==> src/rtl/dma_eot_pkg.sv <==
// Shared types and helpers for the DMA byte counter / EOT controller.
// Assumes burst lengths are fixed at 1, 4, 8 and 16 bytes.
package dma_eot_pkg;

    localparam int EP_W = 4;
    localparam int BL_W = 5;   // holds a burst length up to 16

    // Register byte selects on the write port
    typedef enum logic [1:0] {
        SEL_CNT_LO = 2'd0,
        SEL_CNT_HI = 2'd1,
        SEL_CFG_LO = 2'd2,
        SEL_CFG_HI = 2'd3
    } wr_sel_e;

    // Committed configuration (run enable is kept by the run controller)
    typedef struct packed {
        logic            short_en;
        logic            cnt_en;
        logic [EP_W-1:0] ep;
        logic [1:0]      burst;
    } cfg_t;

    // Burst select to byte count
    function automatic logic [BL_W-1:0] burst_bytes(input logic [1:0] sel);
        case (sel)
            2'd0:    burst_bytes = BL_W'(1);
            2'd1:    burst_bytes = BL_W'(4);
            2'd2:    burst_bytes = BL_W'(8);
            default: burst_bytes = BL_W'(16);
        endcase
    endfunction

endpackage

==> src/rtl/dma_regfile.sv <==
// Byte-wide register file for the count and configuration words.
// Low bytes are staged; the high-byte write commits the full word, so no
// half-updated value is ever visible. Bus reset does not touch this block.
module dma_regfile
    import dma_eot_pkg::*;
#(
    parameter int CNT_W = 16
) (
    input  logic             clk,
    input  logic             rst_n,
    input  logic             wr_en,
    input  logic [1:0]       wr_sel,
    input  logic [7:0]       wr_data,
    output logic [CNT_W-1:0] count_reg,
    output cfg_t             cfg,
    output logic             en_wr,    // config commit strobe this cycle
    output logic             en_val    // enable value carried by the commit
);

    localparam int HI_W = CNT_W - 8;

    logic [7:0] cnt_lo_stage;
    logic [6:0] cfg_lo_stage;   // {ep[3:0], burst[1:0], enable}
    wr_sel_e    sel;

    assign sel    = wr_sel_e'(wr_sel);
    assign en_wr  = wr_en && (sel == SEL_CFG_HI);
    assign en_val = cfg_lo_stage[0];

    // Stage low bytes and commit whole words on high-byte writes
    always_ff @(posedge clk) begin
        if (!rst_n) begin
            cnt_lo_stage <= '0;
            cfg_lo_stage <= '0;
            count_reg    <= '0;
            cfg          <= '0;
        end else if (wr_en) begin
            case (sel)
                SEL_CNT_LO: cnt_lo_stage <= wr_data;
                SEL_CNT_HI: count_reg    <= {wr_data[HI_W-1:0], cnt_lo_stage};
                SEL_CFG_LO: cfg_lo_stage <= {wr_data[7:4], wr_data[2:0]};
                default: begin
                    cfg.short_en <= wr_data[1];
                    cfg.cnt_en   <= wr_data[0];
                    cfg.ep       <= cfg_lo_stage[6:3];
                    cfg.burst    <= cfg_lo_stage[2:1];
                end
            endcase
        end
    end

    // The count word only moves on a high-byte commit
    assert_count_whole_R2: assert property (@(posedge clk) disable iff (!rst_n)
        !(wr_en && wr_sel == 2'd1) |=> $stable(count_reg));

endmodule

==> src/rtl/dma_down_counter.sv <==
// Remaining-byte counter. It reloads from the count register on a load
// pulse and counts down one per moved byte, holding at zero.
module dma_down_counter #(
    parameter int CNT_W = 16
) (
    input  logic             clk,
    input  logic             rst_n,
    input  logic             load,
    input  logic [CNT_W-1:0] load_val,
    input  logic             dec,
    output logic [CNT_W-1:0] rem,
    output logic             rem_zero
);

    assign rem_zero = (rem == '0);

    // Reload on enable, else count moved bytes down to zero
    always_ff @(posedge clk) begin
        if (!rst_n)
            rem <= '0;
        else if (load)
            rem <= load_val;
        else if (dec && !rem_zero)
            rem <= rem - CNT_W'(1);
    end

    assert_no_wrap_R7: assert property (@(posedge clk) disable iff (!rst_n)
        (rem == '0 && !load) |=> rem == '0);

endmodule

==> src/rtl/dma_run_ctl.sv <==
// Run enable and EOT generation. It picks among bus reset, a software
// enable commit, terminal count and a short packet, in that priority.
// Assumes short_pkt only comes from OUT endpoints.
module dma_run_ctl (
    input  logic clk,
    input  logic rst_n,
    input  logic bus_reset,
    input  logic en_wr,
    input  logic en_val,
    input  logic cnt_en,
    input  logic short_en,
    input  logic rem_zero,
    input  logic short_pkt,
    output logic run,
    output logic eot,
    output logic load,   // reload the remaining counter this cycle
    output logic stop    // run falls at this edge
);

    logic term;

    assign term = run && ((cnt_en && rem_zero) || (short_en && short_pkt));
    assign load = !bus_reset && en_wr && en_val && !run;
    assign stop = run && (bus_reset || (en_wr && !en_val) || (!en_wr && term));

    // Track the run state and emit a single EOT cycle on any ending but bus reset
    always_ff @(posedge clk) begin
        if (!rst_n) begin
            run <= 1'b0;
            eot <= 1'b0;
        end else if (bus_reset) begin
            run <= 1'b0;
            eot <= 1'b0;
        end else if (en_wr) begin
            run <= en_val;
            eot <= run && !en_val;
        end else if (term) begin
            run <= 1'b0;
            eot <= 1'b1;
        end else begin
            eot <= 1'b0;
        end
    end

    assert_eot_single_R8: assert property (@(posedge clk) disable iff (!rst_n)
        eot |=> !eot);
    assert_eot_stops_R8: assert property (@(posedge clk) disable iff (!rst_n)
        eot |-> !run);
    assert_bus_reset_stops_R11: assert property (@(posedge clk) disable iff (!rst_n)
        bus_reset |=> (!run && !eot));

endmodule

==> src/rtl/dma_burst_seq.sv <==
// Request burst sequencer. It opens a burst of min(burst size, remaining)
// bytes when the endpoint level covers it, then holds dreq until that many
// bytes are acknowledged. It assumes one byte per dack cycle.
module dma_burst_seq
    import dma_eot_pkg::*;
#(
    parameter int CNT_W = 16,
    parameter int LVL_W = 8
) (
    input  logic             clk,
    input  logic             rst_n,
    input  logic             run,
    input  logic             stop,
    input  logic [CNT_W-1:0] rem,
    input  logic [LVL_W-1:0] ep_level,
    input  logic [1:0]       burst_sel,
    input  logic             dack,
    output logic             dreq,
    output logic             take
);

    logic [BL_W-1:0]  burst_left;
    logic [BL_W-1:0]  full_len;
    logic [BL_W-1:0]  len;
    logic [CNT_W-1:0] full_len_w;
    logic             can_start;

    assign full_len   = burst_bytes(burst_sel);
    assign full_len_w = {{(CNT_W-BL_W){1'b0}}, full_len};

    // Cut the burst to the bytes left
    always_comb begin
        if (rem < full_len_w) len = rem[BL_W-1:0];
        else                  len = full_len;
    end

    assign can_start = run && (rem != '0)
                       && ({{(LVL_W-BL_W){1'b0}}, len} <= ep_level);
    assign dreq = (burst_left != '0);
    assign take = dreq && dack;

    // Open, count down, or cancel the current burst
    always_ff @(posedge clk) begin
        if (!rst_n || stop)
            burst_left <= '0;
        else if (dreq)
            burst_left <= burst_left - BL_W'(take);
        else if (can_start)
            burst_left <= len;
    end

    assert_burst_fits_R5: assert property (@(posedge clk) disable iff (!rst_n)
        {{(CNT_W-BL_W){1'b0}}, burst_left} <= rem);
    assert_req_needs_run_R10: assert property (@(posedge clk) disable iff (!rst_n)
        dreq |-> run);

endmodule

==> src/rtl/dma_eot_ctrl.sv <==
// Top of the DMA byte counter / EOT controller. It joins the register file,
// run controller, remaining counter and burst sequencer, and muxes readback.
// Assumes the CPU write port and the DMA master share clk.
module dma_eot_ctrl
    import dma_eot_pkg::*;
#(
    parameter int CNT_W = 16,
    parameter int LVL_W = 8
) (
    input  logic             clk,
    input  logic             rst_n,
    input  logic             bus_reset,
    input  logic             wr_en,
    input  logic [1:0]       wr_sel,
    input  logic [7:0]       wr_data,
    input  logic             rd_sel,
    output logic [15:0]      rd_data,
    input  logic [LVL_W-1:0] ep_level,
    input  logic             short_pkt,
    input  logic             dack,
    output logic             dreq,
    output logic [EP_W-1:0]  dma_ep,
    output logic             eot
);

    logic [CNT_W-1:0] count_reg;
    logic [CNT_W-1:0] rem;
    cfg_t             cfg;
    logic             en_wr, en_val, run, load, stop, rem_zero, take;
    logic [15:0]      cfg_word;

    dma_regfile #(.CNT_W(CNT_W)) u_regs (
        .clk(clk), .rst_n(rst_n), .wr_en(wr_en), .wr_sel(wr_sel),
        .wr_data(wr_data), .count_reg(count_reg), .cfg(cfg),
        .en_wr(en_wr), .en_val(en_val)
    );

    dma_run_ctl u_run (
        .clk(clk), .rst_n(rst_n), .bus_reset(bus_reset), .en_wr(en_wr),
        .en_val(en_val), .cnt_en(cfg.cnt_en), .short_en(cfg.short_en),
        .rem_zero(rem_zero), .short_pkt(short_pkt), .run(run), .eot(eot),
        .load(load), .stop(stop)
    );

    dma_down_counter #(.CNT_W(CNT_W)) u_cnt (
        .clk(clk), .rst_n(rst_n), .load(load), .load_val(count_reg),
        .dec(take), .rem(rem), .rem_zero(rem_zero)
    );

    dma_burst_seq #(.CNT_W(CNT_W), .LVL_W(LVL_W)) u_burst (
        .clk(clk), .rst_n(rst_n), .run(run), .stop(stop), .rem(rem),
        .ep_level(ep_level), .burst_sel(cfg.burst), .dack(dack),
        .dreq(dreq), .take(take)
    );

    assign dma_ep   = cfg.ep;
    assign cfg_word = {6'b0, cfg.short_en, cfg.cnt_en, cfg.ep, 1'b0, cfg.burst, run};

    // Readback mux: live remaining count or configuration word
    always_comb begin
        if (rd_sel) rd_data = cfg_word;
        else        rd_data = 16'(rem);
    end

endmodule

==> config.mk <==
export PLATFORM = sky130hd
export DESIGN_NAME = dma_eot_ctrl
export DESIGN_NICKNAME = d
export VERILOG_FILES = /design/src/rtl/dma_eot_pkg.sv /design/src/rtl/dma_regfile.sv /design/src/rtl/dma_down_counter.sv /design/src/rtl/dma_run_ctl.sv /design/src/rtl/dma_burst_seq.sv /design/src/rtl/dma_eot_ctrl.sv
export SDC_FILE = /design/constraint.sdc
export NUM_CORES = 1
export LEC_CHECK = 0
export CORE_ASPECT_RATIO = 1.4
export CORE_MARGIN = 2
export CORE_UTILIZATION = 54
export CTS_CLUSTER_DIAMETER = 120
export DETAILED_ROUTE_END_ITERATION = 7
export PLACE_DENSITY = 0.8
export SLEW_MARGIN = 5
export SYNTH_ARGS = -nofsm -noshare
export SYNTH_HDL_FRONTEND = slang
export SYNTH_SLANG_ARGS = --single-unit
==> constraint.sdc <==
create_clock -name clk -period 3.35 [get_ports clk]
set_clock_uncertainty 0.05 [all_clocks]
set_input_delay 0.335 -clock clk [delete_from_list [all_inputs] [get_ports clk]]
set_output_delay 0.335 -clock clk [all_outputs]
set_load 0.02 [all_outputs]
==> flow_summary_export.csv, run 1 <==
group,metric,value,unit
route,vias_per_cell,5.75,
global_routing,grt_overflow,0,
synth,synth_edf_count,0,
sta,rsz0062_at_grt,"no",
run,maxCapViolations,0,
route,drc,0,
synth,ys_async_sr_fraction,0,%
synth,syn-cell-area,3170,um2
finish,insertedDiodeCount,0,
worst_setup_path,rr_endpoint,"u_burst.burst_left[2]",
die,fp.dieW,68.8,um
sta,fmax,316,MHz
finish,utilization,67.3,%
worst_setup_path,r2r_cells,11,
die,core_area,5780,um2
finish,layout-drive-gt1-share,8.06,%
route,drt_iter0_drc,190,
synth,ys_seq_area_share,39.1,%
global_routing,grtUsageTotal,25.6,%
run_status,outcome,"finished, final reports clean",
worst_setup_path,startpoint,"u_cnt.rem[8]",
sta,slew_headroom,42.6,%
sta,fin_setup_tns,0,ns
clocking,numCtsBuffers,9,
clocking,clkSlewWorstSetupHoldPaths,0.07,ns
worst_setup_path,path_max_fanout,7,
clocking,clkLatencyLatePin,0.34,ns
route,post_drt_wl_per_cell,15.4,um
hold_path,hold_path_class,"reg2reg",
placed_design,hpwl,5720,um
sta,drv_slew,0,
sta,min_period_over_period,94.3,%
global_routing,grt_pass1_wl,12300,um
finish,area_delta_synth_final,22.8,%
die,start_util,54.8,%
worst_setup_path,worstSetupEndpointType,"register",
power,finalPower,0.00163,W
hold_path,min_to,"u_regs.count_reg[9]",
worst_setup_path,r2r_start,"u_cnt.rem[8]",
clocking,htreeDepth,3,
sta,layout_min_cycle_time,3.16,ns
synth,syn-mean-instance-area,8.13,um2
route,num_vias,2897,
hold_path,min_from,"u_regs.count_reg[9]",
synth,ys_types,47,
die,die_h,94.7,um
die,ios,47,
sta,fin_hold_ws,0.401,ns
worst_setup_path,path_class,"reg2reg",
global_routing,grt_max_degree,35,
placed_design,numPortBuffers,46,
die,dieArea,6510,um2
finish,nets,465,
sta,worstMarginPinSlew,0.861,ns
synth,syn_nets,426,
synth,synthCells,390,
synth,ys.flop_type,"dfxtp_1",
clocking,cts.root.buffer_cell,"clkbuf_8",
finish,fill_cells,477,
synth,ys_warn_count,0,
synth,synth_seq_cells,62,
placed_design,post_dp_cell_area,3650,um2
global_routing,antenna_found_initial,0,
die,rows,33,
power,p_leak,1.52,nW
sta,setup_viol,0,
global_routing,grt_pass1_vias,2682,
finish,final_cell_area,3890,um2
route,detail-route-antenna-nets,0,
worst_setup_path,arrival,3.39,ns
clocking,cts_tree,"done",
hold_path,min_path_cells,2,
sta,finalHoldViolCount,0,
route,wirelength,7750,um
worst_setup_path,required,3.58,ns
route,drtPass1Iterations,5,
power,pwr_density_cell,419,nW/um2
worst_setup_path,start_kind,"register",
clocking,clk_path_buf_depth,2,
placed_design,gp_congestion,0.929,
power,peakVddDrop,0.345,mV
worst_setup_path,r2r_slack,0.19,ns
clocking,cts.sinks,62,
[where the power goes]
part           internal, W  switching, W
logic            0.0000552     0.0000646
clock network     0.000479      0.000277
registers         0.000749    0.00000777
[synthesized netlist by cell type, types with 5 or more instances]
library cell,instances,share of area [%]
a21oi_1,48,7.6
nor2b_1,7,1.4
nand2_1,67,7.9
nor2_1,26,3.1
mux2_2,6,2.1
o21ai_0,21,3.3
xnor2_1,13,3.6
buf_4,5,1.2
clkbuf_1,18,2.1
nor4_1,5,0.99
nand3_1,7,1.1
mux2i_1,18,5.7
ha_1,11,4.3
nor3_1,8,1.3
o211a_1,5,1.6
nand4_1,5,0.99
inv_1,13,1.5
dfxtp_1,62,39
[how the worst max path moves through the flow]
stage | end | slack, ns | cells after the start
floorplan | u_burst.burst_left[0] | 0.25 | 11
detailed placement | u_burst.burst_left[2] | 0.14 | 11
global route | u_burst.burst_left[2] | 0.001 | 11
global placement | u_burst.burst_left[0] | 0.23 | 11
CTS | u_burst.burst_left[2] | 0.04 | 11
finish | u_burst.burst_left[2] | 0.19 | 11
[cells by family after synthesis]
logic type | after synthesis | synth area share (%)
mux | 24 | 7.81
simple gates | 157 | 25.0
flops | 62 | 39.1
buf+inv | 38 | 5.09
compound gates | 85 | 15.0
fa+ha+maj | 11 | 4.34
xor+xnor | 13 | 3.59
[critical path: stages, from the launching register on]
cell	delay (ns)
dfxtp_1	0.38
or4_4	0.60
nor2_4	0.19
and4bb_2	0.35
mux2i_2	0.26
ha_1	0.28
a21o_1	0.19
a21oi_1	0.13
a211oi_1	0.10
nor4_1	0.24
buf_4	0.20
o211a_1	0.14
[placed cells by master (no fill, tap or decap), types with 7 or more instances in the layout]
master,instances
a21oi_1,48
clkbuf_8,12
clkdlybuf4s50_1,46
dfxtp_1,62
ha_1,11
inv_1,13
mux2i_1,17
nand2_1,67
nand3_1,7
nor2_1,26
nor2b_1,7
nor3_1,8
o21ai_0,21
xnor2_1,13
[per-stage QoR]
step	std cells	setup slack, ns
final	504	0.189
after detailed placement	488	0.142
after global routing	504	0.00130
after CTS	504	0.0405
after global placement	488	0.227
after floorplan	390	0.247
[timing repair]
item                                    4_1_cts  5_1_grt
hold buffers                                  0        0
buffers inserted                              0        0
gates resized for setup                       0        2
endpoints found under the setup margin        0        5
[routing by layer]
layer,global-route usage (%),vias to the layer above,wire (um)
met2,43.0,98,3800
met1,29.6,1335,3290
met5,0,-,0
met4,14.2,0,283
met3,4.89,24,382
li1,-,1440,-
[final cells by class]
class / count / area [um2] / share of cell area, %
timing repair buffer: 52 / 505 / 13.0
multi-input combinational: 290 / 1770 / 45.5
clock buffer: 13 / 169 / 4.34
sequential: 62 / 1240 / 31.9
tap: 70 / 87.6 / 2.25
inverter: 14 / 52.6 / 1.35
clock inverter: 3 / 65.1 / 1.67
No activity file was read; power rests on OpenSTA's default activity.
==> run 2: changes to the inputs <==
- CORE_UTILIZATION: 54 -> 55
- PLACE_DENSITY: 0.8 -> 0.81
- clock period: 3.35 -> 3.8 ns (I/O delays scaled with it)
==> run 2 against run 1 <==
- sequential power is 12% lower
- largest power group unchanged
- hold slack worse by 0.0025 ns
- flip-flop and latch count stayed put
- final cell count is 0.79% lower
==> flow_summary_export.csv, run 2 (synthesis gave the netlist of run 1 again) <==
group,metric,value,unit
run_status,outcome,"finished, final reports clean",
finish,insertedDiodeCount,0,
worst_setup_path,required,4.05,ns
die,start_util,57.4,%
run,maxCapViolations,0,
power,comb_power_share,7.7,%
route,drt_iter0_drc,187,
worst_setup_path,arrival,3.48,ns
clocking,cts.root.buffer_cell,"clkbuf_8",
hold_path,hold_path_class,"reg2reg",
finish,area_delta_synth_final,21.3,%
worst_setup_path,path_max_fanout,7,
clocking,clkLatencyLatePin,0.35,ns
die,ios,47,
finish,layout_commonest_cell,"nand2_1",
sta,layout_min_cycle_time,3.23,ns
clocking,numCtsBuffers,9,
power,intPower,0.00103,W
clocking,clk_path_buf_depth,2,
route,wirelength,7780,um
sta,slew_headroom,40.5,%
worst_setup_path,path_class,"reg2reg",
placed_design,hpwl,5890,um
placed_design,gp_congestion,0.950,
sta,worstMarginPinSlew,0.893,ns
finish,final_cell_mix,"nand2_1, dfxtp_1, a21oi_1, clkdlybuf4s50_1, nor2_1",
clocking,clkSlewWorstSetupHoldPaths,0.08,ns
worst_setup_path,worstSetupEndpointType,"register",
route,drtPass1Iterations,5,
finish,layout-drive-gt1-share,7.41,%
global_routing,grt_pass1_wl,13000,um
power,switching_share,24.7,%
clocking,htreeDepth,3,
route,detail-route-antenna-nets,0,
route,num_vias,2858,
route,drc,0,
worst_setup_path,start_kind,"register",
clocking,cts_resized,0,
clocking,cts.sinks,62,
power,finalPower,0.00137,W
sta,finalHoldViolCount,0,
die,fp.dieW,68.2,um
clocking,cts_tree,"done",
global_routing,antenna_found_initial,0,
global_routing,grt_overflow,0,
power,p_clk_share,43.6,%
sta,layout_setup_ws,0.567,ns
clocking,post_cts_buffers,0,
power,seqPwrFrac,48.7,%
power,pwr_density_cell,356,nW/um2
power,power.switching,0.000338,W
sta,rsz0062_at_grt,"no",
global_routing,grt_max_degree,38,
global_routing,grtUsageTotal,27.4,%
power,peakVddDrop,0.349,mV
sta,min_period_over_period,85.1,%
power,p_leak,1.49,nW
die,rows,32,
placed_design,post-place-ws,0.611,ns
sta,fin_setup_tns,0,ns
clocking,cts-hold-fix-buffers,0,
die,die_h,93.8,um
die,dieArea,6400,um2
sta,setup_viol,0,
sta,drv_slew,0,
route,post_drt_wl_per_cell,15.6,um
finish,nets,463,
die,core_area,5530,um2
global_routing,grt_pass1_vias,2755,
sta,fmax,309,MHz
placed_design,numPortBuffers,46,
route,vias_per_cell,5.72,
-- run 2: path summary, 6_finish.rpt --
kind / from / end / slack (ns) / cells after the start
min reg2reg: u_regs.cnt_lo_stage[5] / u_regs.count_reg[5] / 0.40 / 2
max: u_cnt.rem[8] / u_burst.burst_left[3] / 0.57 / 11
max reg2reg: u_cnt.rem[8] / u_burst.burst_left[3] / 0.57 / 11
min: u_regs.cnt_lo_stage[5] / u_regs.count_reg[5] / 0.40 / 2
-- run 2: critical path, stage by stage, from the launching register on --
cell	delay (ns)
dfxtp_1	0.37
or4_4	0.60
nor2_4	0.19
and4bb_1	0.36
mux2i_1	0.29
ha_1	0.28
a21o_1	0.18
a21oi_1	0.14
a211oi_1	0.09
nor4_1	0.29
buf_4	0.18
o211a_1	0.15
-- run 2: power groups by stage --
| stage | sequential [W] | clock [W] | combinational [W] |
|---|---|---|---|
| 5_1_grt | 0.000668 | 0.000637 | 0.000116 |
| 4_1_cts | 0.000667 | 0.000606 | 0.000105 |
| 3_3_place_gp | 0.000681 | 0 | 0.000103 |
| 6_report | 0.000667 | 0.000597 | 0.000105 |
| 3_5_place_dp | 0.000682 | 0 | 0.000105 |
| 2_1_floorplan | 0.000679 | 0 | 0.0000584 |
-- run 2: layout make-up --
class / instances / area (um2)
multi-input combinational: 290 / 1770
fill: 475 / 1680
sequential: 62 / 1240
timing repair buffer: 50 / 490
clock buffer: 10 / 138
tap: 68 / 85.1
clock inverter: 6 / 71.3
inverter: 14 / 52.6
-- run 2: routing by layer --
layer	GRT usage (%)	up-vias	share of wire, %
li1	-	1442	-
met5	0	-	0
met4	15.8	0	4.4
met2	43.8	80	50
met3	6.71	26	4.3
met1	32.5	1310	41
-- run 2: metrics by stage --
stage / hold slack, ns / cell area (um2) / util [%] / instances
final: 0.398 / 3850 / 69.6 / 500
after CTS: 0.402 / 3850 / 69.6 / 500
after global routing: 0.414 / 3850 / 69.6 / 500
after floorplan: 0.381 / 3170 / - / 390
after global placement: 0.390 / 3640 / 65.8 / 484
after detailed placement: 0.393 / 3640 / 65.8 / 484
